<file path="src/rtl/eewr_pkg.sv">
package eewr_pkg;
  localparam int BYTE_W = 8;
  localparam int CODE_W = 4;

  typedef enum logic [2:0] {
    ST_IDLE,
    ST_CTRL,
    ST_WADDR,
    ST_DATA,
    ST_SKIP
  } eewr_state_e;
endpackage

</file>
<file path="src/rtl/eewr_sync.sv">
module eewr_sync #(
  parameter int WIDTH  = 2,
  parameter int STAGES = 2
) (
  input  logic             clk,
  input  logic             rst_n,
  input  logic [WIDTH-1:0] d_i,
  output logic [WIDTH-1:0] q_o
);
  for (genvar g = 0; g < WIDTH; g++) begin : g_line
    logic [STAGES-1:0] chain;
    always_ff @(posedge clk or negedge rst_n) begin
      if (!rst_n) chain <= '1;
      else        chain <= {chain[STAGES-2:0], d_i[g]};
    end
    assign q_o[g] = chain[STAGES-1];
  end
endmodule

</file>
<file path="src/rtl/eewr_bus_cond.sv">
module eewr_bus_cond (
  input  logic clk,
  input  logic rst_n,
  input  logic scl_s,
  input  logic sda_s,
  output logic scl_rise,
  output logic scl_fall,
  output logic start_det,
  output logic stop_det
);
  logic scl_q, sda_q;

  always_ff @(posedge clk or negedge rst_n) begin
    if (!rst_n) begin
      scl_q <= 1'b1;
      sda_q <= 1'b1;
    end else begin
      scl_q <= scl_s;
      sda_q <= sda_s;
    end
  end

  assign scl_rise  = scl_s & ~scl_q;
  assign scl_fall  = ~scl_s & scl_q;
  assign start_det = scl_s & scl_q & sda_q & ~sda_s;
  assign stop_det  = scl_s & scl_q & ~sda_q & sda_s;
endmodule

</file>
<file path="src/rtl/eewr_byte_rx.sv">
module eewr_byte_rx
  import eewr_pkg::*;
(
  input  logic              clk,
  input  logic              rst_n,
  input  logic              restart,
  input  logic              scl_rise,
  input  logic              scl_fall,
  input  logic              sda_s,
  output logic              slot_open,
  output logic              slot_close,
  output logic [BYTE_W-1:0] rx_byte
);
  localparam int CNT_W    = $clog2(BYTE_W + 2);
  localparam int ACK_SLOT = BYTE_W + 1;

  logic [CNT_W-1:0] cnt;

  always_ff @(posedge clk or negedge rst_n) begin
    if (!rst_n) begin
      cnt     <= '0;
      rx_byte <= '0;
    end else if (restart) begin
      cnt <= '0;
    end else if (scl_rise && cnt < CNT_W'(BYTE_W)) begin
      rx_byte <= {rx_byte[BYTE_W-2:0], sda_s};
      cnt     <= cnt + 1'b1;
    end else if (slot_open) begin
      cnt <= CNT_W'(ACK_SLOT);
    end else if (slot_close) begin
      cnt <= '0;
    end
  end

  assign slot_open  = scl_fall && (cnt == CNT_W'(BYTE_W));
  assign slot_close = scl_fall && (cnt == CNT_W'(ACK_SLOT));
endmodule

</file>
<file path="src/rtl/eewr_ctrl_fsm.sv">
module eewr_ctrl_fsm
  import eewr_pkg::*;
#(
  parameter logic [CODE_W-1:0] DEV_CODE = 4'b1010
) (
  input  logic              clk,
  input  logic              rst_n,
  input  logic              start_det,
  input  logic              stop_det,
  input  logic              slot_open,
  input  logic              slot_close,
  input  logic [BYTE_W-1:0] rx_byte,
  input  logic              busy_i,
  input  logic              wr_ready_i,
  output logic              sda_pull_o,
  output logic              ptr_load_o,
  output logic [BYTE_W-1:0] ptr_addr_o,
  output logic              wr_valid_o,
  output logic [BYTE_W-1:0] wr_data_o,
  output logic              commit_o
);
  eewr_state_e state;
  logic        wrote;
  logic        accept;
  logic        code_ok;

  assign code_ok = (rx_byte[BYTE_W-1 -: CODE_W] == DEV_CODE) && !rx_byte[0];

  always_comb begin
    case (state)
      ST_CTRL:  accept = !busy_i && code_ok;
      ST_WADDR: accept = !busy_i;
      ST_DATA:  accept = !busy_i && !wr_valid_o;
      default:  accept = 1'b0;
    endcase
  end

  always_ff @(posedge clk or negedge rst_n) begin
    if (!rst_n) begin
      state      <= ST_IDLE;
      wrote      <= 1'b0;
      sda_pull_o <= 1'b0;
      ptr_load_o <= 1'b0;
      ptr_addr_o <= '0;
      wr_valid_o <= 1'b0;
      wr_data_o  <= '0;
      commit_o   <= 1'b0;
    end else begin
      ptr_load_o <= 1'b0;
      commit_o   <= 1'b0;
      if (wr_valid_o && wr_ready_i) wr_valid_o <= 1'b0;
      if (start_det) begin
        state      <= ST_CTRL;
        sda_pull_o <= 1'b0;
        wrote      <= 1'b0;
      end else if (stop_det) begin
        state      <= ST_IDLE;
        sda_pull_o <= 1'b0;
        commit_o   <= wrote;
        wrote      <= 1'b0;
      end else if (slot_open) begin
        sda_pull_o <= accept;
        if (!accept) begin
          state <= ST_SKIP;
        end else begin
          case (state)
            ST_CTRL: state <= ST_WADDR;
            ST_WADDR: begin
              state      <= ST_DATA;
              ptr_load_o <= 1'b1;
              ptr_addr_o <= rx_byte;
            end
            ST_DATA: begin
              wr_valid_o <= 1'b1;
              wr_data_o  <= rx_byte;
              wrote      <= 1'b1;
            end
            default: state <= ST_SKIP;
          endcase
        end
      end else if (slot_close) begin
        sda_pull_o <= 1'b0;
      end
    end
  end
endmodule

</file>
<file path="src/rtl/eewr_frontend.sv">
module eewr_frontend
  import eewr_pkg::*;
#(
  parameter int                SYNC_STAGES = 2,
  parameter logic [CODE_W-1:0] DEV_CODE    = 4'b1010
) (
  input  logic              clk,
  input  logic              rst_n,
  input  logic              scl_i,
  input  logic              sda_i,
  input  logic              busy_i,
  output logic              sda_pull_o,
  output logic              ptr_load_o,
  output logic [BYTE_W-1:0] ptr_addr_o,
  output logic              wr_valid_o,
  input  logic              wr_ready_i,
  output logic [BYTE_W-1:0] wr_data_o,
  output logic              commit_o
);
  logic              scl_s, sda_s;
  logic              scl_rise, scl_fall, start_det, stop_det;
  logic              slot_open, slot_close;
  logic [BYTE_W-1:0] rx_byte;

  eewr_sync #(.WIDTH(2), .STAGES(SYNC_STAGES)) u_sync (
    .clk   (clk),
    .rst_n (rst_n),
    .d_i   ({scl_i, sda_i}),
    .q_o   ({scl_s, sda_s})
  );

  eewr_bus_cond u_cond (
    .clk       (clk),
    .rst_n     (rst_n),
    .scl_s     (scl_s),
    .sda_s     (sda_s),
    .scl_rise  (scl_rise),
    .scl_fall  (scl_fall),
    .start_det (start_det),
    .stop_det  (stop_det)
  );

  eewr_byte_rx u_rx (
    .clk        (clk),
    .rst_n      (rst_n),
    .restart    (start_det | stop_det),
    .scl_rise   (scl_rise),
    .scl_fall   (scl_fall),
    .sda_s      (sda_s),
    .slot_open  (slot_open),
    .slot_close (slot_close),
    .rx_byte    (rx_byte)
  );

  eewr_ctrl_fsm #(.DEV_CODE(DEV_CODE)) u_fsm (
    .clk        (clk),
    .rst_n      (rst_n),
    .start_det  (start_det),
    .stop_det   (stop_det),
    .slot_open  (slot_open),
    .slot_close (slot_close),
    .rx_byte    (rx_byte),
    .busy_i     (busy_i),
    .wr_ready_i (wr_ready_i),
    .sda_pull_o (sda_pull_o),
    .ptr_load_o (ptr_load_o),
    .ptr_addr_o (ptr_addr_o),
    .wr_valid_o (wr_valid_o),
    .wr_data_o  (wr_data_o),
    .commit_o   (commit_o)
  );
endmodule

</file>
<file path="config.mk">
export PLATFORM = sky130hd
export DESIGN_NAME = eewr_frontend
export DESIGN_NICKNAME = d
export VERILOG_FILES = /design/src/rtl/eewr_pkg.sv /design/src/rtl/eewr_sync.sv /design/src/rtl/eewr_bus_cond.sv /design/src/rtl/eewr_byte_rx.sv /design/src/rtl/eewr_ctrl_fsm.sv /design/src/rtl/eewr_frontend.sv
export SDC_FILE = /design/constraint.sdc
export NUM_CORES = 1
export LEC_CHECK = 0
export BUFFER_PORTS_ARGS = -buffer_cell sky130_fd_sc_hd__buf_2
export CAP_MARGIN = 0
export CORE_MARGIN = 1
export CORE_UTILIZATION = 40
export DETAILED_ROUTE_END_ITERATION = 16
export PLACE_DENSITY_LB_ADDON = 0.08
export SLEW_MARGIN = 20
export SYNTH_ARGS = -nofsm -noshare
export SYNTH_HDL_FRONTEND = slang
export SYNTH_SLANG_ARGS = --single-unit
</file>
<file path="constraint.sdc">
create_clock -name clk -period 3.7 [get_ports clk]
set_input_delay 0.555 -clock clk [delete_from_list [all_inputs] [get_ports clk]]
set_output_delay 0.555 -clock clk [all_outputs]
set_load 0.02 [all_outputs]
</file>
# After elaboration in Yosys (flattened, before gate mapping)
# Index checks and enable logic that the tools add are counted.
# word_totals
ff_bits	42
inputBits	6
output_inout_bits	20
word_cells	90
# classes
n_addsub	1
n_lt_le_gt_ge	1
n_eq_ne	7
n_mux	32
n_bitwise	15
n_reduce_logical	20
# op_table
cell	count
2-to-1 mux 1 bit	22
2-to-1 mux 4 bit	4
== test 4 bit, second input constant	3
2-to-1 mux 3 bit	4
AND reduction 5 bit	2
one-hot mux 3 bit (3 select lines)	1
nonzero test 3 bit	3
nonzero test 4 bit	2
AND 1 bit	7
logical AND 1 bit	7
inverter 1 bit	7
== test 3 x 2 -> 1 bit, second input constant	2
adder 4 x 1 -> 4 bit, second input constant	1
< comparator 4 bit, second input constant	1
inequality test 4 bit, second input constant	1
AND reduction 2 bit	2
== test 3 x 1 -> 1 bit, second input constant	1
logical NOT 1 bit	3
one-hot mux 1 bit (3 select lines)	1
AND reduction 3 bit	1
bitwise OR 1 bit	1

# Logic depth before layout (Yosys ltp)
# Gate-level depths: netlist (run 1).
# depth
depth_word	8
mapped_depth	6

# Cells and area by module
# Synthesis (run 1) repeated with hierarchy kept, for this count alone.
# hier_totals
hier_cells	130
area_unflattened_um2	1844.3
# by_module_without_submodules
module	n_inst	cells_per_inst	area_per_inst_um2	seq_area_each_um2
eewr_ctrl_fsm	1	72	1022.2	600.6
eewr_byte_rx	1	45	610.6	300.3
eewr_sync	1	6	120.1	105.1
eewr_bus_cond	1	6	85.1	52.6
eewr_frontend	1	1	6.3	0.0

# Worst setup path after synthesis (run 1)
# No wires, ideal clock.
# synth_timing
kind	input to register
start	input busy_i
end	register u_fsm.state[2]
arrival_ns	1.545
t_required_ns	3.578
path_slack_ns	2.033
stages	4
path_cell_list	nor2_1 -> and3_1 -> o21ai_0 -> a32o_1
# synth_between
elab_chain_len	7
elab_cells_between_ends	10
classes_between	eq/ne: 1; mux: 5; reduce/logical: 4
# synth_lines
item	line_no	text
from (decl)	eewr_frontend.sv:11	input logic busy_i,
logical NOT 1 bit (*)	eewr_ctrl_fsm.sv:31, eewr_ctrl_fsm.sv:32, eewr_ctrl_fsm.sv:33	
logical AND 1 bit (on tied branches)	eewr_ctrl_fsm.sv:33, eewr_ctrl_fsm.sv:31	
one-hot mux 1 bit (3 select lines) (*)	eewr_ctrl_fsm.sv:30	case (state)
2-to-1 mux 3 bit	eewr_ctrl_fsm.sv:63	if (!accept) begin
2-to-1 mux 3 bit	eewr_ctrl_fsm.sv:61	end else if (slot_open) begin
2-to-1 mux 3 bit	eewr_ctrl_fsm.sv:56	end else if (stop_det) begin
2-to-1 mux 3 bit	eewr_ctrl_fsm.sv:52	if (start_det) begin
to (signal assigned)	eewr_ctrl_fsm.sv:53	state <= ST_CTRL;
to (signal assigned)	eewr_ctrl_fsm.sv:57	state <= ST_IDLE;
to (signal assigned)	eewr_ctrl_fsm.sv:64	state <= ST_SKIP;
to (decl)	eewr_ctrl_fsm.sv:22	eewr_state_e state;
# Every way passes the cells marked *; elsewhere a longest branch is shown, timed or not. The select of a mux whose other input is x is not followed.
# A chain may end at the register's enable or synchronous reset.

# Final worst setup path (run 1)
# layout_timing
start	register u_cond.scl_q
end	register u_fsm.wr_data_o[4]
# layout_between
elab_chain_len	5
elab_cells_between_ends	10
classes_between	bitwise: 8; reduce/logical: 2
# layout_lines
item	line_no	text
from (decl)	eewr_bus_cond.sv:11	logic scl_q, sda_q;
from (signal assigned)	eewr_bus_cond.sv:18	scl_q <= scl_s;
AND 1 bit	eewr_bus_cond.sv:25, eewr_bus_cond.sv:26	
AND 1 bit (on tied branches) (2 in a row)	eewr_bus_cond.sv:26, eewr_bus_cond.sv:25	
inverter 1 bit (no source line)	--	
AND reduction 5 bit (no source line) (*)	--	
to (signal assigned)	eewr_ctrl_fsm.sv:75	wr_data_o <= rx_byte;
to (decl)	eewr_ctrl_fsm.sv:19	output logic [BYTE_W-1:0] wr_data_o,
# Every way passes the cells marked *; elsewhere a longest branch is shown, timed or not.

==> impl_metrics.tcl, run 1 <==
set metrics [dict create \
    status "finished, final reports clean" \
    crit_type "reg -> reg" \
    drtPass1Iterations 6 \
    grt_pass1_vias 1069 \
    period_share 0.513 \
    fp.dieW_um 67.9 \
    final_area_sq_um 1990 \
    fin_tns_setup_ps 0 \
    layout_min_cycle_time_ps 1900 \
    overflow 0 \
    hold_viol_final 0 \
    die-area_sq_um 4610 \
    vias 1147 \
    fin_nets 183 \
    rows 23 \
    routed_wl_um 3150 \
    antenna_found_initial 0 \
    mostFrequentLayoutCells "36 x dfrtp_1, 34 x nand2_1, 25 x buf_2" \
    hold_path.class "reg -> reg" \
    cts_hold_buf 0 \
    htree_levels 2 \
    ioPinCount 26 \
    clock_skew_ps 3.57 \
    grt_max_degree 43 \
    io_buffers 25 \
    diodes 0 \
    endpoint_kind "flop" \
    cellPowerDensity_nw_per_um2 509 \
    critical_path.top_delay_family "simple AND/OR/NAND/NOR gates" \
    cpMaxStageDelayCell "dfstp_2" \
    cts_root_buf "clkbuf_8" \
    cp_max_fo 10 \
    wl_per_cell_um 14.0 \
    yosys_warnings 0 \
    cap_violations 0 \
    ys_seq_area_frac 0.610 \
    area_delta_synth_final_pct 14.8 \
    path_cells "and4bb_1, and2_1, nand3_4, mux2_2" \
    final_max_slew_viol_count 0 \
    relSlewSlack 0.388 \
    synth.ff_latch_count 42 \
    drive_above_1_share 0.320 \
    ys_types 29 \
    syn_nets 155 \
    placed_area_sq_um 1900 \
    worstPathArrival_ps 2070 \
    critical-path-max-stage-delay_ps 560 \
    ant_nets 0 \
    cts_buffer_depth 2 \
    ir_worst_vdd_mv 0.243 \
    worstMarginPinSlew_ps 918 \
    crit_required_ps 3870 \
    synth_edf_count 0 \
    fmax_mhz 527 \
    clock_latency_ps 280 \
    vias_per_cell 5.10 \
    cts_made_buffers 5 \
    rsz0062_at_grt "no" \
    post_cts_buffers 0 \
    p_leak_nw 1.06 \
    netlist_area_sq_um 1740 \
    cts_tree "built" \
    ys.flop_type "dfrtp_1" \
    timing.hold.ws_ps 358 \
    setup_viol 0 \
    grt_pass1_wl_um 5180 \
    route.detailed.drc 0 \
    mostFrequentLayoutCell "dfrtp_1" \
    avgSynthCellArea_sq_um 11.9 \
    async_reset_ff_frac 1.00 \
    syn_inst 146 \
    drt_iter0_markers 92 \
    cts_sinks 42 \
    start_util 0.425 \
    rrSetupSlack_ps 1800 \
    track_usage 0.156 \
    core_sq_um 4090 \
    cp-start-kind "flop" \
    gp_congestion 0.759 \
    crit_buf_inv 0 \
    cts_resized 0 \
    place_hpwl_um 2140 \
    cts.clk_slew.worst_paths_ps 70 \
    dieHeight_um 67.9 \
]
registers in the layout, summed over array words and instances (netlist names):
signal,flops
u_fsm.wr_data_o,8
u_fsm.state,3
u_fsm.ptr_addr_o,8
u_fsm.wr_valid_o,1
u_cond.scl_q,1
u_sync.g_line.chain,4
u_fsm.commit_o,1
u_cond.sda_q,1
u_rx.cnt,4
u_fsm.wrote,1
u_fsm.sda_pull_o,1
u_fsm.ptr_load_o,1
u_rx.rx_byte,8
final timing paths:
path | from | to | depth (start not counted)
max in group asynchronous | rst_n | u_fsm.wr_data_o[0]$_DFFE_PN0P_ | 1
worst max register to register | u_cond.scl_q$_DFF_PN1_ | u_fsm.wr_data_o[4]$_DFFE_PN0P_ | 4
min in group asynchronous | rst_n | u_fsm.ptr_load_o$_DFF_PN0_ | 1
worst min register to register | u_sync.g_line[1].chain[0]$_DFF_PN1_ | u_sync.g_line[1].chain[1]$_DFF_PN1_ | 0
worst min-delay path | u_sync.g_line[1].chain[0]$_DFF_PN1_ | u_sync.g_line[1].chain[1]$_DFF_PN1_ | 0
worst max-delay path | u_cond.scl_q$_DFF_PN1_ | u_fsm.wr_data_o[4]$_DFFE_PN0P_ | 4
metrics by stage:
| stage | cells | utilization | setup WS [ps] | power, mW |
|---|---|---|---|---|
| 3_5_place_dp | 217 | 0.465 | 1770 | 0.730 |
| 2_1_floorplan | 146 | - | 2030 | 0.675 |
| 5_1_grt | 225 | 0.488 | 1730 | 1.08 |
| 6_report | 225 | 0.488 | 1800 | 1.01 |
| 4_1_cts | 225 | 0.488 | 1790 | 1.03 |
| 3_3_place_gp | 217 | 0.465 | 1820 | 0.723 |
cells in the mapped netlist, types with 2 or more instances:
master / count / area share
dfrtp_1: 36 / 0.52
nand2_1: 34 / 0.073
mux2_2: 16 / 0.10
dfstp_2: 6 / 0.091
inv_1: 6 / 0.013
o21ai_0: 5 / 0.014
a21oi_1: 4 / 0.012
nand3_1: 4 / 0.012
nor2_1: 4 / 0.0086
and3_1: 3 / 0.011
ha_1: 3 / 0.022
o31ai_1: 3 / 0.013
and2_1: 2 / 0.0072
clkbuf_1: 2 / 0.0043
nand3b_1: 2 / 0.0086
nor3_1: 2 / 0.0058
o22ai_1: 2 / 0.0072
layout make-up:
type	instances	area [sq um]
sequential	42	1060
inverter	6	22.5
multi-input combinational	94	633
clock buffer	7	86.3
tap	50	62.6
fill	392	2090
clock inverter	1	5.00
timing repair buffer	25	125
layer usage:
| metal | vias to the layer above | GRT usage | wire length, um |
|---|---|---|---|
| li1 | 554 | - | - |
| met5 | - | 0 | 0 |
| met2 | 32 | 0.218 | 1350 |
| met3 | 2 | 0.0450 | 176 |
| met1 | 559 | 0.230 | 1610 |
| met4 | 0 | 0.0547 | 17 |
report_power, final:
group | internal [mW] | switching (mW)
registers | 0.520 | 0.0661
clock network | 0.150 | 0.145
logic | 0.0518 | 0.0813
cells by family after synthesis:
group	after synthesis	synth area share
mux	16	0.104
flops	42	0.610
fa+ha+maj	3	0.0216
simple gates	57	0.172
xor+xnor	1	0.00504
compound gates	17	0.0620
buf+inv	10	0.0259
(Power assumes the default switching activity.)
==> run 2: changes to the inputs <==
==> constraint.sdc (replaced) <==
create_clock -name clk -period 1.8 [get_ports clk]
set_input_delay 0.27 -clock clk [delete_from_list [all_inputs] [get_ports clk]]
set_output_delay 0.27 -clock clk [all_outputs]
set_load 0.02 [all_outputs]
==> run 2 against run 1 <==
Global-route usage up 0.26 points. Critical endpoint is now u_fsm.ptr_addr_o[3]$_DFFE_PN0P_. Clock power grew 130%. Final area up 2.1%. Combinational power increased by 110%. First-iteration DRC count down 28%.
==> impl_metrics.tcl, run 2 (same netlist as run 1, synthesis figures left out) <==
set metrics [dict create \
    critPathLaunch "u_sync.g_line[1].chain[1]$_DFF_PN1_" \
    status "finished, final reports clean" \
    r2r_end "u_fsm.ptr_addr_o[3]$_DFFE_PN0P_" \
    period_share 0.939 \
    cts_sinks 42 \
    mostFrequentLayoutCells "36 x dfrtp_1, 34 x nand2_1, 25 x buf_2" \
    cts_made_buffers 5 \
    core_sq_um 4090 \
    grt_pass1_wl_um 5260 \
    setup_viol 0 \
    fp.dieW_um 67.9 \
    rrSetupSlack_ps 110 \
    critical_path.top_delay_family "simple AND/OR/NAND/NOR gates" \
    cpMaxStageDelayCell "dfstp_2" \
    path_cells "and4bb_1, and2_2, nand4_4, mux2_2" \
    ioPinCount 26 \
    layout_min_cycle_time_ps 1690 \
    hold_path.class "in -> async" \
    worstMarginPinSlew_ps 538 \
    cp-start-kind "flop" \
    top_regs "u_fsm.ptr_addr_o: 8 flops, u_fsm.wr_data_o: 8 flops, u_rx.rx_byte: 8 flops" \
    fin_nets 186 \
    vias 1185 \
    fin_tns_setup_ps 0 \
    grt_pass1_vias 1110 \
    worstPathArrival_ps 1860 \
    total_power_mw 2.18 \
    antenna_found_initial 0 \
    fillCellCount 390 \
    track_usage 0.159 \
    cap_violations 0 \
    diodes 0 \
    critical-path-max-stage-delay_ps 580 \
    clock_latency_ps 290 \
    mostFrequentLayoutCell "dfrtp_1" \
    hold_viol_final 0 \
    drtPass1Iterations 4 \
    final_max_slew_viol_count 0 \
    drive_above_1_share 0.343 \
    cp_max_fo 8 \
    ir_worst_vdd_mv 0.544 \
    route.detailed.drc 0 \
    post_cts_buffers 0 \
    cts_buffer_depth 2 \
    grt_max_degree 43 \
    relSlewSlack 0.641 \
    ant_nets 0 \
    htree_levels 2 \
    fmax_mhz 592 \
    vias_per_cell 5.20 \
    place_hpwl_um 2140 \
    cts.clk_slew.worst_paths_ps 80 \
    crit_buf_inv 0 \
    crit_required_ps 1970 \
    reg2reg_from "u_sync.g_line[1].chain[1]$_DFF_PN1_" \
    endpoint_kind "flop" \
    drt_iter0_markers 66 \
    multi_input_area_sq_um 634 \
    wl_per_cell_um 13.8 \
    cellPowerDensity_nw_per_um2 1070 \
    rr_worst_depth 4 \
    dieHeight_um 67.9 \
    cts_resized 0 \
    area_delta_synth_final_pct 17.2 \
    cts_hold_buf 0 \
    register_area_sq_um 1060 \
    die-area_sq_um 4610 \
    p_leak_nw 1.08 \
    gp_congestion 0.768 \
    cts_root_buf "clkbuf_8" \
    crit_type "reg -> reg" \
    cts_tree "built" \
    overflow 0 \
    start_util 0.425 \
    rsz0062_at_grt "no" \
    rows 23 \
    clock_skew_ps 10.1 \
    routed_wl_um 3160 \
    io_buffers 25 \
]
## run 2: cell count changes in the layout (fill, tap and decap cells not counted), sizes merged
| cell | previous run | this run |
|---|---|---|
| buf | 25 | 28 |
| clkbuf | 7 | 8 |
| clkinv | 1 | 0 |
## run 2: where the power goes
part	internal (mW)	leakage, nW	total (mW)	switching (mW)
Combinational	0.115	0.475	0.285	0.170
Sequential	1.07	0.551	1.20	0.130
Clock	0.387	0.0575	0.691	0.304
Total	1.57	1.08	2.18	0.604
## run 2: area by class of cell
cell class,count,area share
repair buffers,28,0.0725
multi-input cells,94,0.312
well taps,50,0.0307
clock buffers,8,0.0541
inverters,6,0.0111
flip-flops and latches,42,0.520
## run 2: worst reg2reg max path, stage by stage, from the launching register on
cell      delay [ps]
dfstp_2          580
and4bb_1         220
and2_2           250
nand4_4          180
mux2_2           360
## run 2: worst max-delay path by stage
| stage | slack, ps | cells past startpoint | endpoint |
|---|---|---|---|
| floorplan | 160 | 5 | u_fsm.ptr_addr_o[0]$_DFFE_PN0P_ |
| global placement | 50 | 4 | u_fsm.ptr_addr_o[2]$_DFFE_PN0P_ |
| detailed placement | 30 | 4 | u_fsm.ptr_addr_o[7]$_DFFE_PN0P_ |
| CTS | 10 | 4 | u_fsm.ptr_addr_o[7]$_DFFE_PN0P_ |
| global route | 20 | 4 | u_fsm.ptr_addr_o[7]$_DFFE_PN0P_ |
| finish | 110 | 4 | u_fsm.ptr_addr_o[3]$_DFFE_PN0P_ |
## run 2: per-layer routing
layer | vias to the layer above | routed length, um | global-route usage
li1 | 566 | - | -
met5 | - | 0 | 0
met2 | 30 | 1450 | 0.240
met4 | 0 | 52 | 0.0651
met1 | 583 | 1460 | 0.209
met3 | 6 | 195 | 0.0533
## run 2: stage by stage
stage | hold slack (ps) | std cells | area [sq um] | utilization | setup WS (ps)
2_1_floorplan | -25.6 | 146 | 1740 | - | 161
3_3_place_gp | 346 | 220 | 1920 | 0.471 | 51.2
3_5_place_dp | 347 | 220 | 1920 | 0.471 | 26.4
4_1_cts | 52.3 | 228 | 2030 | 0.498 | 11.6
5_1_grt | 59.9 | 228 | 2040 | 0.498 | 15.0
6_report | 26.5 | 228 | 2040 | 0.498 | 110
